### config.mk
export PLATFORM = sky130hd
export DESIGN_NAME = vec_table_regs
export DESIGN_NICKNAME = d
export VERILOG_FILES = /design/src/rtl/vtab_pkg.sv /design/src/rtl/vtab_decode.sv /design/src/rtl/vtab_entry.sv /design/src/rtl/vec_table_regs.sv
export SDC_FILE = /design/constraint.sdc
export NUM_CORES = 2
export LEC_CHECK = 0
export CAP_MARGIN = 30
export CELL_PAD_IN_SITES_DETAIL_PLACEMENT = 0
export CELL_PAD_IN_SITES_GLOBAL_PLACEMENT = 1
export CORE_AREA = 2 2 395 397
export DETAILED_ROUTE_END_ITERATION = 10
export DIE_AREA = 0 0 397 399
export DONT_BUFFER_PORTS = 1
export PLACE_DENSITY_LB_ADDON = 0.12
export REMOVE_ABC_BUFFERS = 1
export SETUP_SLACK_MARGIN = 0.3
export SKIP_CTS_REPAIR_TIMING = 1
export SYNTH_ARGS = -nofsm -noshare
export SYNTH_HDL_FRONTEND = slang
export SYNTH_SLANG_ARGS = --single-unit
### constraint.sdc
create_clock -name clk -period 4.2 [get_ports clk]
set_clock_uncertainty 0.1 [all_clocks]
set_input_delay 0.42 -clock clk [delete_from_list [all_inputs] [get_ports clk]]
set_output_delay 0.42 -clock clk [all_outputs]
set_load 0.02 [all_outputs]
### src/rtl/vtab_pkg.sv
package vtab_pkg;

    localparam int WORD_W  = 32;
    localparam int NFIELDS = 4;

    // Field slots inside one 16-byte entry; index i sits at byte offset 4*i.
    typedef enum logic [1:0] {
        FLD_ADDR_LO = 2'd0,
        FLD_ADDR_HI = 2'd1,
        FLD_DATA    = 2'd2,
        FLD_CTRL    = 2'd3
    } field_e;

    typedef logic [NFIELDS-1:0][WORD_W-1:0] entry_words_t;

    localparam logic [WORD_W-1:0] CTRL_RESET = 32'h0000_0001;

    // Decoded access: index range check, offset legality, touched fields.
    typedef struct packed {
        logic               in_range;
        logic               legal;
        logic [NFIELDS-1:0] fsel;
    } access_t;

endpackage

### src/rtl/vtab_decode.sv
module vtab_decode
    import vtab_pkg::*;
#(
    parameter int NUM_VEC = 8,
    parameter int ADDR_W  = 12,
    parameter int IDX_W   = 3
) (
    input  logic [ADDR_W-1:0] addr,
    input  logic              wide,
    output access_t           acc,
    output logic [IDX_W-1:0]  idx
);

    localparam int VW = ADDR_W - 4;

    logic [VW-1:0] vec_full;
    logic [3:0]    off;

    always_comb begin
        vec_full = addr[ADDR_W-1:4];
        off      = addr[3:0];
        idx      = vec_full[IDX_W-1:0];

        acc.in_range = ({{(32-VW){1'b0}}, vec_full} < 32'(NUM_VEC));

        case ({wide, off})
            5'b0_0000: acc.fsel = 4'b0001;
            5'b0_0100: acc.fsel = 4'b0010;
            5'b0_1000: acc.fsel = 4'b0100;
            5'b0_1100: acc.fsel = 4'b1000;
            5'b1_0000: acc.fsel = 4'b0011;
            5'b1_1000: acc.fsel = 4'b1100;
            default:   acc.fsel = 4'b0000;
        endcase
        acc.legal = |acc.fsel;
    end

endmodule

### src/rtl/vtab_entry.sv
module vtab_entry
    import vtab_pkg::*;
(
    input  logic               clk,
    input  logic               rst_n,
    input  logic               wr_en,
    input  logic               wide,
    input  logic [NFIELDS-1:0] fsel,
    input  logic [63:0]        wdata,
    output entry_words_t       words,
    output logic               unmask
);

    entry_words_t words_d, words_q;

    always_comb begin
        words_d = words_q;
        for (int i = 0; i < NFIELDS; i++) begin
            if (wr_en && fsel[i]) begin
                // In an 8-byte access the odd field rides the upper lane.
                words_d[i] = (wide && (i % 2 == 1)) ? wdata[63:32] : wdata[31:0];
            end
        end
        unmask = words_q[FLD_CTRL][0] && !words_d[FLD_CTRL][0];
    end

    always_ff @(posedge clk) begin
        if (!rst_n) begin
            words_q           <= '0;
            words_q[FLD_CTRL] <= CTRL_RESET;
        end else begin
            words_q <= words_d;
        end
    end

    assign words = words_q;

endmodule

### src/rtl/vec_table_regs.sv
module vec_table_regs
    import vtab_pkg::*;
#(
    parameter  int NUM_VEC = 8,
    parameter  int ADDR_W  = 12,
    localparam int IDX_W   = (NUM_VEC > 1) ? $clog2(NUM_VEC) : 1
) (
    input  logic                    clk,
    input  logic                    rst_n,
    input  logic                    req,
    input  logic                    we,
    input  logic                    wide,
    input  logic [ADDR_W-1:0]       addr,
    input  logic [63:0]             wdata,
    output logic                    rsp_valid,
    output logic [63:0]             rsp_data,
    input  logic                    ctl_we,
    input  logic [15:0]             ctl_wdata,
    output logic [15:0]             ctl_rdata,
    output logic                    glb_enable,
    output logic                    fn_mask,
    output logic [NUM_VEC-1:0]      vec_masked,
    output logic [64*NUM_VEC-1:0]   vec_addr,
    output logic [32*NUM_VEC-1:0]   vec_data,
    output logic                    unmask_valid,
    output logic [IDX_W-1:0]        unmask_idx
);

    localparam logic [15:0] CTL_WMASK = 16'hC000;
    localparam logic [15:0] CTL_RESET = {2'b01, 3'b000, 11'(NUM_VEC - 1)};

    typedef struct packed {
        logic             rsp_v;
        logic [63:0]      rsp_d;
        logic             ev_v;
        logic [IDX_W-1:0] ev_idx;
        logic [15:0]      ctl;
    } state_t;

    state_t st_d, st_q;

    access_t          acc;
    logic [IDX_W-1:0] idx;

    vtab_decode #(
        .NUM_VEC (NUM_VEC),
        .ADDR_W  (ADDR_W),
        .IDX_W   (IDX_W)
    ) u_dec (
        .addr (addr),
        .wide (wide),
        .acc  (acc),
        .idx  (idx)
    );

    entry_words_t       ent   [NUM_VEC];
    logic [NUM_VEC-1:0] unm;
    logic               wr_ok;

    assign wr_ok = req && we && acc.in_range && acc.legal;

    for (genvar g = 0; g < NUM_VEC; g++) begin : g_vec
        logic sel;
        assign sel = wr_ok && (idx == IDX_W'(g));

        vtab_entry u_ent (
            .clk    (clk),
            .rst_n  (rst_n),
            .wr_en  (sel),
            .wide   (wide),
            .fsel   (acc.fsel),
            .wdata  (wdata),
            .words  (ent[g]),
            .unmask (unm[g])
        );

        assign vec_masked[g]        = ent[g][FLD_CTRL][0];
        assign vec_addr[64*g +: 64] = {ent[g][FLD_ADDR_HI], ent[g][FLD_ADDR_LO]};
        assign vec_data[32*g +: 32] = ent[g][FLD_DATA];
    end

    entry_words_t rd_ent;
    logic [31:0]  lo_w, hi_w;

    always_comb begin
        rd_ent = '0;
        for (int i = 0; i < NUM_VEC; i++) begin
            if (idx == IDX_W'(i)) rd_ent = ent[i];
        end

        lo_w = '0;
        hi_w = '0;
        for (int f = 0; f < NFIELDS; f++) begin
            if (acc.fsel[f]) begin
                if (wide && (f % 2 == 1)) hi_w = hi_w | rd_ent[f];
                else                      lo_w = lo_w | rd_ent[f];
            end
        end

        st_d       = st_q;
        st_d.rsp_v = req && !we;
        st_d.ev_v  = 1'b0;

        if (req && !we) begin
            if (!acc.in_range)  st_d.rsp_d = wide ? '1 : 64'h0000_0000_FFFF_FFFF;
            else if (!acc.legal) st_d.rsp_d = '0;
            else                 st_d.rsp_d = {hi_w, lo_w};
        end

        for (int i = 0; i < NUM_VEC; i++) begin
            if (unm[i]) begin
                st_d.ev_v   = 1'b1;
                st_d.ev_idx = IDX_W'(i);
            end
        end

        if (ctl_we) begin
            st_d.ctl = (st_q.ctl & ~CTL_WMASK) | (ctl_wdata & CTL_WMASK);
        end
    end

    always_ff @(posedge clk) begin
        if (!rst_n) begin
            st_q     <= '0;
            st_q.ctl <= CTL_RESET;
        end else begin
            st_q <= st_d;
        end
    end

    assign rsp_valid    = st_q.rsp_v;
    assign rsp_data     = st_q.rsp_d;
    assign unmask_valid = st_q.ev_v;
    assign unmask_idx   = st_q.ev_idx;
    assign ctl_rdata    = st_q.ctl;
    assign glb_enable   = st_q.ctl[15];
    assign fn_mask      = st_q.ctl[14];

endmodule

==> flow_summary.json <==
{
  "yosysUniqueCellTypes": 78,
  "first_pass_iters": 6,
  "core.rowCount": 144,
  "source_to_sink_clock_delay_at_the_later_pin_of_the_worst_skew_pair_ns": 0.79,
  "synth_sequential_area_ratio_pct": 38.65,
  "status": "complete, but fails checks",
  "power.density_nw_per_um2": 404.9,
  "io-pin-count": 961,
  "cts_tree": "done",
  "avgSynthCellArea_um2": 8.877,
  "detailedPlace.worstSlack_ns": 0.8813,
  "worstSetupEndpointType": "flop",
  "relSlewSlack_pct": -434.2,
  "final_common_cell": "sky130_fd_sc_hd__nand2_1",
  "first_global_vias": 41510,
  "final_max_slew_viol_count": 757,
  "total_power_mw": 24.10,
  "grt_start_max_net_pins": 1089,
  "wire_length_per_cell_after_detailed_routing_um": 35.40,
  "layout.cells.non_filler": 7689,
  "cts_buffers": 138,
  "crit_path_max_fanout": 799,
  "worstHoldEndpoint": "g_vec[1].u_ent.words[36]",
  "critPathLaunchType": "primary input",
  "tightest_slew_ns": 8.013,
  "hpwlAfterDp_um": 169800,
  "post_synth_instance_area_um2": 56710,
  "clock_sinks": 1095,
  "die_height_um": 399,
  "floorplan.die_area_um2": 158400,
  "drtIter0Drc": 4482,
  "synth_edf_count": 0,
  "dp_cells": 7226,
  "postRouteAntennaNets": 0,
  "drt-total-wl_um": 272200,
  "clock_pin_transition_on_the_worst_setup_and_hold_timing_paths_ns": 0.06,
  "yosys_most_used_dff": "sky130_fd_sc_hd__dfxtp_1",
  "minimum_clock_period_ns": 6.062,
  "hold_path.class": "in -> reg",
  "cpMaxStageDelayCell": "sky130_fd_sc_hd__a21boi_1",
  "route.detailed.vias_per_inst": 5.891,
  "die_width_um": 397,
  "final_core_util_pct": 38.72,
  "criticalPathCategory": "in -> reg",
  "cp_num_buf_inv": 1,
  "rsz0062_at_grt": "false",
  "synth_warn": 0,
  "cap_viol_max_count": 0,
  "regToRegStartpoint": "g_vec[6].u_ent.words[88]",
  "groute.usage.overall_pct": 32.30,
  "path_delay_family": "compound AO/OA/AOI/OAI gates",
  "placeableCoreArea_um2": 153700,
  "layout.nets": 5636,
  "final_cell_mix": "sky130_fd_sc_hd__nand2_1 (1587), sky130_fd_sc_hd__dfxtp_1 (1095), sky130_fd_sc_hd__o211a_1 (523), sky130_fd_sc_hd__a21boi_0 (409), sky130_fd_sc_hd__dlygate4sd3_1 (211)",
  "timing.hold.ws_ns": 0.01470,
  "grt.overflow.total": 0,
  "hold-path-cell-count": 4,
  "initial_antenna_violation_count": 18,
  "clock_tree.root_cell": "sky130_fd_sc_hd__clkbuf_16",
  "slowest_stage_delay_on_critical_path_ns": 1.69,
  "placed_standard_cell_area_um2": 52640,
  "violations": "max-slew violations, negative setup slack",
  "finish.instance_area_um2": 59510,
  "fin_setup_tns_ns": -448.88,
  "drcViolationCount": 0,
  "floorplan.initialDensity_pct": 36.90,
  "worstRegToRegCells": 5,
  "htreeDepth": 4,
  "synthesis.instances": 6389,
  "drive_gt1_share_pct": 12.00,
  "r2r_setup_slack_ns": 1.63,
  "grt_first_pass_wirelength_um": 359900,
  "setup_slack_ns": -1.862,
  "portBuffers": 0,
  "final.period_utilization_pct": 144.3,
  "peak_supply_drop_mv": 0.3884,
  "timing.hold.worst.start": "wdata[4]",
  "areaGrowthSynthToFinish_pct": 4.935,
  "hold_viol": 0,
  "ys_seq_elements": 1095,
  "power.leakage_nw": 27.08,
  "clock.fmax_mhz": 165.0,
  "async_reset_ff_share_pct": 0,
  "cp_data_required_time_ns": 4.76,
  "crit_arrival_ns": 6.62,
  "cp_cell_sequence": "a21boi_1 -> dlygate4sd3_1",
  "vias": 45300,
  "worstReg2RegEnd": "rsp_data[24]",
  "clock_tree.buffer_depth": 3,
  "gp_congestion": 0.8610,
  "setup-violations-final": 469
}
-- metal layers --
layer | vias to the layer above | track usage, % | wire, um
met5 | - | 0 | 0
met2 | 2090 | 51.85 | 125200
met3 | 373 | 9.672 | 24800
met4 | 0 | 10.37 | 9224
met1 | 23060 | 41.39 | 113000
li1 | 19770 | - | -
-- where the power goes --
| group | leakage [nW] | internal, mW | switching (mW) |
|---|---|---|---|
| combinational | 16.0 | 0.486 | 0.770 |
| sequential | 8.83 | 10.4 | 0.117 |
| clock | 2.29 | 7.26 | 5.03 |
| total | 27.1 | 18.2 | 5.92 |
-- cell usage after synthesis (63+ instances only) --
library cell,instances,area share [%]
sky130_fd_sc_hd__a21boi_0,409,5.4
sky130_fd_sc_hd__a21boi_1,107,1.4
sky130_fd_sc_hd__a21oi_1,76,0.67
sky130_fd_sc_hd__a22oi_1,63,0.83
sky130_fd_sc_hd__buf_2,220,1.9
sky130_fd_sc_hd__buf_4,829,11
sky130_fd_sc_hd__clkbuf_1,324,2.1
sky130_fd_sc_hd__dfxtp_1,1095,39
sky130_fd_sc_hd__mux2_2,76,1.5
sky130_fd_sc_hd__mux2i_1,138,2.4
sky130_fd_sc_hd__mux4_2,102,4.1
sky130_fd_sc_hd__nand2_1,1590,11
sky130_fd_sc_hd__nor2_1,111,0.73
sky130_fd_sc_hd__nor2b_1,63,0.69
sky130_fd_sc_hd__o211a_1,523,9.2
sky130_fd_sc_hd__o21ai_0,149,1.3
-- how the worst max path moves through the flow --
| stage | start | to | slack [ns] | depth (start not counted) |
|---|---|---|---|---|
| 5_1_grt | addr[11] | g_vec[5].u_ent.words[24] | 0.63 | 10 |
| 3_3_place_gp | addr[11] | g_vec[6].u_ent.words[88] | 0.82 | 7 |
| 4_1_cts | g_vec[1].u_ent.words[75] | rsp_data[11] | 1.68 | 4 |
| 6_report | rst_n | g_vec[5].u_ent.words[26] | -1.86 | 2 |
| 3_5_place_dp | addr[11] | g_vec[4].u_ent.words[29] | 0.88 | 6 |
| 2_1_floorplan | addr[11] | g_vec[7].u_ent.words[32] | -0.96 | 5 |
-- sequential cells by signal, indices dropped and copies added, names as in the netlist --
signal and flops:
ctl_rdata 2, unmask_valid 1, unmask_idx 3, rsp_data 64, rsp_valid 1, g_vec.u_ent.words 1024
-- logic make-up after synthesis --
kind of cell	Yosys count	synth area share, %
DFF	1095	38.65
xor gates and xnor gates	1	0.01545
and+or+nand+nor	1923	14.12
buffers and inverters	1403	15.50
muxes	316	7.995
other	2	0.01324
AOI/OAI and AO/OA	1649	23.70
-- worst reg2reg max path, cell delays in order, from the launching register on --
cell	delay, ns
sky130_fd_sc_hd__dfxtp_1	0.44
sky130_fd_sc_hd__nor2b_1	0.77
sky130_fd_sc_hd__o21ai_0	0.24
sky130_fd_sc_hd__o2bb2ai_1	0.37
sky130_fd_sc_hd__a311oi_1	0.36
sky130_fd_sc_hd__a31oi_1	0.12
-- final cells by class --
type | count | area (um^2)
Clock buffer | 215 | 4238
Antenna cell | 2 | 5.005
Clock inverter | 30 | 404.1
Timing Repair Buffer | 394 | 3915
Inverter | 6 | 35.03
Sequential cell | 1095 | 21920
Fill cell | 15360 | 94170
Multi-Input combinational cell | 3903 | 26440
Tap cell | 2044 | 2557
Power figures use the tool's default switching activity.
